[src/rtl/board_cfg_pkg.sv]
package board_cfg_pkg;
    typedef enum logic [0:0] {
        ST_LOAD = 1'b0,
        ST_RUN  = 1'b1
    } cfg_state_e;

    typedef struct packed {
        logic       mirror;
        logic       wide;
        logic       swap;
        logic       addr_io;
        logic       rsvd;
        logic [2:0] mode;
    } cfg_reg_t;

    localparam int unsigned CFG_W = $bits(cfg_reg_t);
endpackage

[src/rtl/board_cfg_regs.sv]
module board_cfg_regs
    import board_cfg_pkg::*;
#(
    parameter int unsigned IO_AW    = 8,
    parameter logic [IO_AW-1:0] CFG_ADDR = 8'hC1
) (
    input  logic              clk,
    input  logic              rst_n,
    input  logic [CFG_W-1:0]  sw_i,
    input  logic [IO_AW-1:0]  io_addr,
    input  logic              io_wr,
    input  logic [CFG_W-1:0]  io_wdata,
    output cfg_reg_t          cfg_q,
    output logic              ready_o
);
    cfg_state_e state_q, state_d;
    cfg_reg_t   cfg_d;
    cfg_reg_t   sw_cfg, wr_cfg;
    logic       cfg_hit;

    assign cfg_hit = io_wr && (io_addr == CFG_ADDR);

    always_comb begin
        sw_cfg        = '0;
        sw_cfg.wide   = sw_i[6];
        sw_cfg.swap   = sw_i[5];
        sw_cfg.mode   = sw_i[2:0];
        wr_cfg        = cfg_reg_t'(io_wdata);
        wr_cfg.rsvd   = 1'b0;
    end

    // State register
    always_ff @(posedge clk or negedge rst_n) begin
        if (!rst_n) begin
            state_q <= ST_LOAD;
            cfg_q   <= '0;
        end else begin
            state_q <= state_d;
            cfg_q   <= cfg_d;
        end
    end

    // Next state and register value
    always_comb begin
        state_d = state_q;
        cfg_d   = cfg_q;
        unique case (state_q)
            ST_LOAD: begin
                cfg_d   = sw_cfg;          // LOAD_DONE
                state_d = ST_RUN;
            end
            ST_RUN: begin
                if (cfg_hit) begin
                    cfg_d = wr_cfg;        // CFG_WRITE
                end                        // else RUN_HOLD
            end
            default: state_d = ST_LOAD;
        endcase
    end

    assign ready_o = (state_q == ST_RUN);
endmodule

[src/rtl/board_addr_remap.sv]
module board_addr_remap #(
    parameter int unsigned ADDR_W  = 24,
    parameter int unsigned BANK_W  = 8,
    parameter int unsigned WIN_LO  = 16'h4000
) (
    input  logic              mirror_i,
    input  logic              swap_i,
    input  logic              sel_en_i,
    input  logic [ADDR_W-1:0] cpu_addr_i,
    output logic [ADDR_W-1:0] mem_addr_o,
    output logic              flash_cs_n,
    output logic              ram_cs_n
);
    localparam int unsigned OFS_W = ADDR_W - BANK_W;

    logic [BANK_W-1:0] bank;
    logic [OFS_W-1:0]  ofs;
    logic              in_win;
    logic              upper;

    assign bank   = cpu_addr_i[ADDR_W-1 -: BANK_W];
    assign ofs    = cpu_addr_i[OFS_W-1:0];
    assign in_win = (bank == '0) && (ofs >= OFS_W'(WIN_LO));

    assign mem_addr_o = (mirror_i && in_win) ? {{BANK_W{1'b1}}, ofs} : cpu_addr_i;
    assign upper      = mem_addr_o[ADDR_W-1];

    assign flash_cs_n = !(sel_en_i && (upper ^ swap_i));
    assign ram_cs_n   = !(sel_en_i && !(upper ^ swap_i));
endmodule

[src/rtl/board_cfg_ctrl.sv]
module board_cfg_ctrl
    import board_cfg_pkg::*;
#(
    parameter int unsigned ADDR_W = 24,
    parameter int unsigned IO_AW  = 8,
    parameter logic [IO_AW-1:0] STAT_ADDR = 8'hC0,
    parameter logic [IO_AW-1:0] CFG_ADDR  = 8'hC1
) (
    input  logic              clk,
    input  logic              rst_n,
    input  logic [7:0]        sw_i,
    input  logic [IO_AW-1:0]  io_addr,
    input  logic              io_rd,
    input  logic              io_wr,
    input  logic [7:0]        io_wdata,
    output logic [7:0]        io_rdata,
    input  logic              mem_req_i,
    input  logic [ADDR_W-1:0] cpu_addr_i,
    output logic [ADDR_W-1:0] mem_addr_o,
    output logic              flash_cs_n,
    output logic              ram_cs_n,
    output logic [2:0]        mode_o,
    output logic              flash_wide_o,
    output logic              addr_io_o
);
    cfg_reg_t cfg_q;
    logic     cfg_ready;
    logic     reg_cycle;

    board_cfg_regs #(.IO_AW(IO_AW), .CFG_ADDR(CFG_ADDR)) regs_i (
        .clk      (clk),
        .rst_n    (rst_n),
        .sw_i     (sw_i),
        .io_addr  (io_addr),
        .io_wr    (io_wr),
        .io_wdata (io_wdata),
        .cfg_q    (cfg_q),
        .ready_o  (cfg_ready)
    );

    assign reg_cycle = (io_rd || io_wr) &&
                       ((io_addr == STAT_ADDR) || (io_addr == CFG_ADDR));

    board_addr_remap #(.ADDR_W(ADDR_W)) remap_i (
        .mirror_i   (cfg_q.mirror),
        .swap_i     (cfg_q.swap),
        .sel_en_i   (mem_req_i && cfg_ready && !reg_cycle),
        .cpu_addr_i (cpu_addr_i),
        .mem_addr_o (mem_addr_o),
        .flash_cs_n (flash_cs_n),
        .ram_cs_n   (ram_cs_n)
    );

    always_comb begin
        io_rdata = '0;
        if (io_rd) begin
            if (io_addr == STAT_ADDR)     io_rdata = sw_i;
            else if (io_addr == CFG_ADDR) io_rdata = cfg_q;
        end
    end

    assign mode_o       = cfg_q.mode;
    assign flash_wide_o = cfg_q.wide;
    assign addr_io_o    = cfg_q.addr_io;
endmodule

[config.mk]
export PLATFORM = sky130hd
export DESIGN_NAME = board_cfg_ctrl
export DESIGN_NICKNAME = d
export VERILOG_FILES = /design/src/rtl/board_cfg_pkg.sv /design/src/rtl/board_cfg_regs.sv /design/src/rtl/board_addr_remap.sv /design/src/rtl/board_cfg_ctrl.sv
export SDC_FILE = /design/constraint.sdc
export NUM_CORES = 1
export LEC_CHECK = 0
export BUFFER_PORTS_ARGS = -buffer_cell sky130_fd_sc_hd__buf_2
export CAP_MARGIN = 20
export CORE_MARGIN = 2
export CORE_UTILIZATION = 36
export DETAILED_ROUTE_END_ITERATION = 8
export PLACE_DENSITY_LB_ADDON = 0.12
export SLEW_MARGIN = 15
export SYNTH_ARGS = -nofsm -noshare
export SYNTH_HDL_FRONTEND = slang
export SYNTH_HIERARCHICAL = 1
export SYNTH_SLANG_ARGS = --single-unit
export TNS_END_PERCENT = 50
[constraint.sdc]
create_clock -name clk -period 1.2 [get_ports clk]
set_input_delay 0.06 -clock clk [delete_from_list [all_inputs] [get_ports clk]]
set_output_delay 0.06 -clock clk [all_outputs]
set_load 0.02 [all_outputs]
==> metrics.yaml <==
status: "finished with violations"
violations: "setup timing"
utilization_pct: 58.0
vdd_drop_max_mv: 0.583
setup_viol: 16
wl_um: 2840
crit_path_cell_trace: "nor4b_4, a41oi_2, xor2_1, or2_1, buf_2"
drv_cap: 0
dp_hpwl_um: 2180
fin_hold_ws_ns: 0.0560
cp-start-kind: "flip-flop"
p_leak_uw: 0.000682
port_buffers: 62
cts.sinks: 8
yosys_register_bits: 8
avgSynthCellArea_um2: 8.68
crit_arrival_ns: 1.54
hold_violations: 0
slowest_stage: "dfrtp_1"
die_w_um: 55.0
cts_made_buffers: 3
dieArea_um2: 3030
path_class: "flip-flop to output port"
cp_num_buf_inv: 1
clk_transition_reported_paths_ns: 0.05
cts_root_buf: "clkbuf_4"
fin_skew_ns: 0.00873
end_kind: "output port"
gr-total-overflow: 0
power_density_nw_per_um2: 611
drtPass1Iterations: 4
yosys_warnings: 6
grt_pass1_vias: 1007
syn_area_um2: 937
start_util_pct: 37.8
cts_tree: "built"
grt_pass1_wl_um: 4350
async_flop_share_pct: 100
rsz0062_at_grt: "true"
drt_iter0_markers: 14
clk_path_buf_depth: 2
io_pins: 92
cp_top_family: "simple AND/OR/NAND/NOR gates"
syn_inst: 108
cts-htree-levels: 1
yosysSeqAreaShare_pct: 21.4
min_period_over_period_pct: 133
hold_path.class: "input pin to flip-flop"
grtUsageTotal_pct: 20.2
tns_ns: -3.02
diodes: 0
route.detailed.drc: 0
final_nets: 216
r2r_slack_ns: 0.31
rows: 18
grt_antenna_before_repair: 0
crit_fanout: 2
crit_path_max_incr_delay_ns: 0.35
via_per_inst: 5.27
grt_max_degree: 15
dp_cells: 186
layout.cells.non_filler: 191
fin_ws_ns: -0.400
chipHeight_um: 55.0
dpl_worst_slack_ns: -0.150
ys.flop_type: "dfrtp_1"
required_ns: 1.14
clock_latency_ns: 0.26
routedWlPerCell_um: 14.9
yosys.cell_types.count: 31
core_um2: 2480
synthToLayoutAreaGrowth_pct: 53.4
period_needed_ns: 1.60
synth-edff-count: 0
vias: 1006
fmax_ghz: 0.625
post_route_cells_drive_above_1_share_pct: 62.7
final-max-slew-violation-count: 0
place.gp.congestion: 0.788
synth_fp_nets: 161
drtAntennaViolNets: 0
worst paths after layout:
check                                             from                     endpoint  cells after the start
max                        regs_i/cfg_q[7]$_DFFE_PN0P_                   flash_cs_n                      5
min                                        io_wdata[7]  regs_i/cfg_q[7]$_DFFE_PN0P_                      3
max reg2reg                   regs_i/ready_o$_DFF_PN0_  regs_i/cfg_q[5]$_DFFE_PN0P_                      3
min reg2reg                regs_i/cfg_q[5]$_DFFE_PN0P_  regs_i/cfg_q[5]$_DFFE_PN0P_                      2
max in group asynchronous                        rst_n  regs_i/cfg_q[7]$_DFFE_PN0P_                      2
min in group asynchronous                        rst_n  regs_i/cfg_q[2]$_DFFE_PN0P_                      2
worst reg2reg max path: stages (launching register included):
cell and delay (ns):
dfrtp_1 0.38, buf_4 0.19, o31a_2 0.12, a21oi_1 0.13
flip-flops by register name, indices dropped and copies added, names as in the netlist:
name            cells
regs_i/cfg_q        7
regs_i/ready_o      1
final cells by class:
class | instances | area (um2)
clock buffer | 3 | 22.5
tap | 30 | 37.5
sequential | 8 | 200
inverter | 2 | 7.51
fill | 237 | 1040
multi-input combinational | 74 | 694
timing repair buffer | 74 | 475
what timing repair did:
| action | CTS | global route |
|---|---|---|
| hold buffers | 1 | 0 |
| setup buffers | 1 | 0 |
| pin swaps | 7 | 0 |
| resized for setup | 32 | 7 |
| endpoints found under the hold margin | 8 | 0 |
| setup endpoints to repair | 18 | 18 |
logic make-up after synthesis:
kind of cell	Yosys count	share of synthesized area [%]
multiplexers	10	10.7
XOR/XNOR	1	0.935
other	2	0.801
AO/OA/AOI/OAI	13	11.1
AND/OR/NAND/NOR	48	36.0
flip-flops	8	21.4
buffers and inverters	26	19.1
stage by stage:
stage	instance area (um2)	power, uW
2_1_floorplan	962	544
3_3_place_gp	1210	606
3_5_place_dp	1210	614
4_1_cts	1410	884
5_1_grt	1440	944
6_report	1440	879
cells in the mapped netlist (all sizes together), types with 4 or more instances:
library cell   n  area (um2)
a31oi          4        25.0
buf           21         160
dfrtp          8         200
mux2i         10         100
nand2          5        18.8
nand2b         9        56.3
nor2           7        26.3
nor4b          9        93.8
o31ai          5        37.5
or4            4        30.0
power breakdown:
group          total (uW)  internal [uW]  switching [uW]
registers             301            287            14.4
logic                 366            181             185
clock network         212            115            96.7
total                 879            583             296
placed cells by master (no fill, tap or decap), types with 2 or more instances in the layout:
| cell type | count |
|---|---|
| nor4b_4 | 3 |
| buf_2 | 48 |
| clkbuf_4 | 3 |
| dfrtp_1 | 8 |
| buf_4 | 15 |
| a31oi_1 | 4 |
| inv_1 | 2 |
| mux2i_1 | 8 |
| nor4b_1 | 2 |
| buf_6 | 10 |
| or2_1 | 2 |
| nor2_1 | 7 |
| mux2i_2 | 2 |
| conb_1 | 2 |
| nand2b_1 | 2 |
| nor4b_2 | 4 |
| nand2_1 | 5 |
| or2b_2 | 3 |
| or4_1 | 4 |
| o31ai_1 | 5 |
| nand2b_4 | 7 |
per-layer routing:
metal  vias up  wire, um  GRT usage, %
met5         -         0             0
met4         0        29          10.2
met3         8       198          3.23
met2        39      1480          34.7
met1       475      1130          24.3
li1        484         -             -
Note: power is estimated with default switching activity, not from simulation.
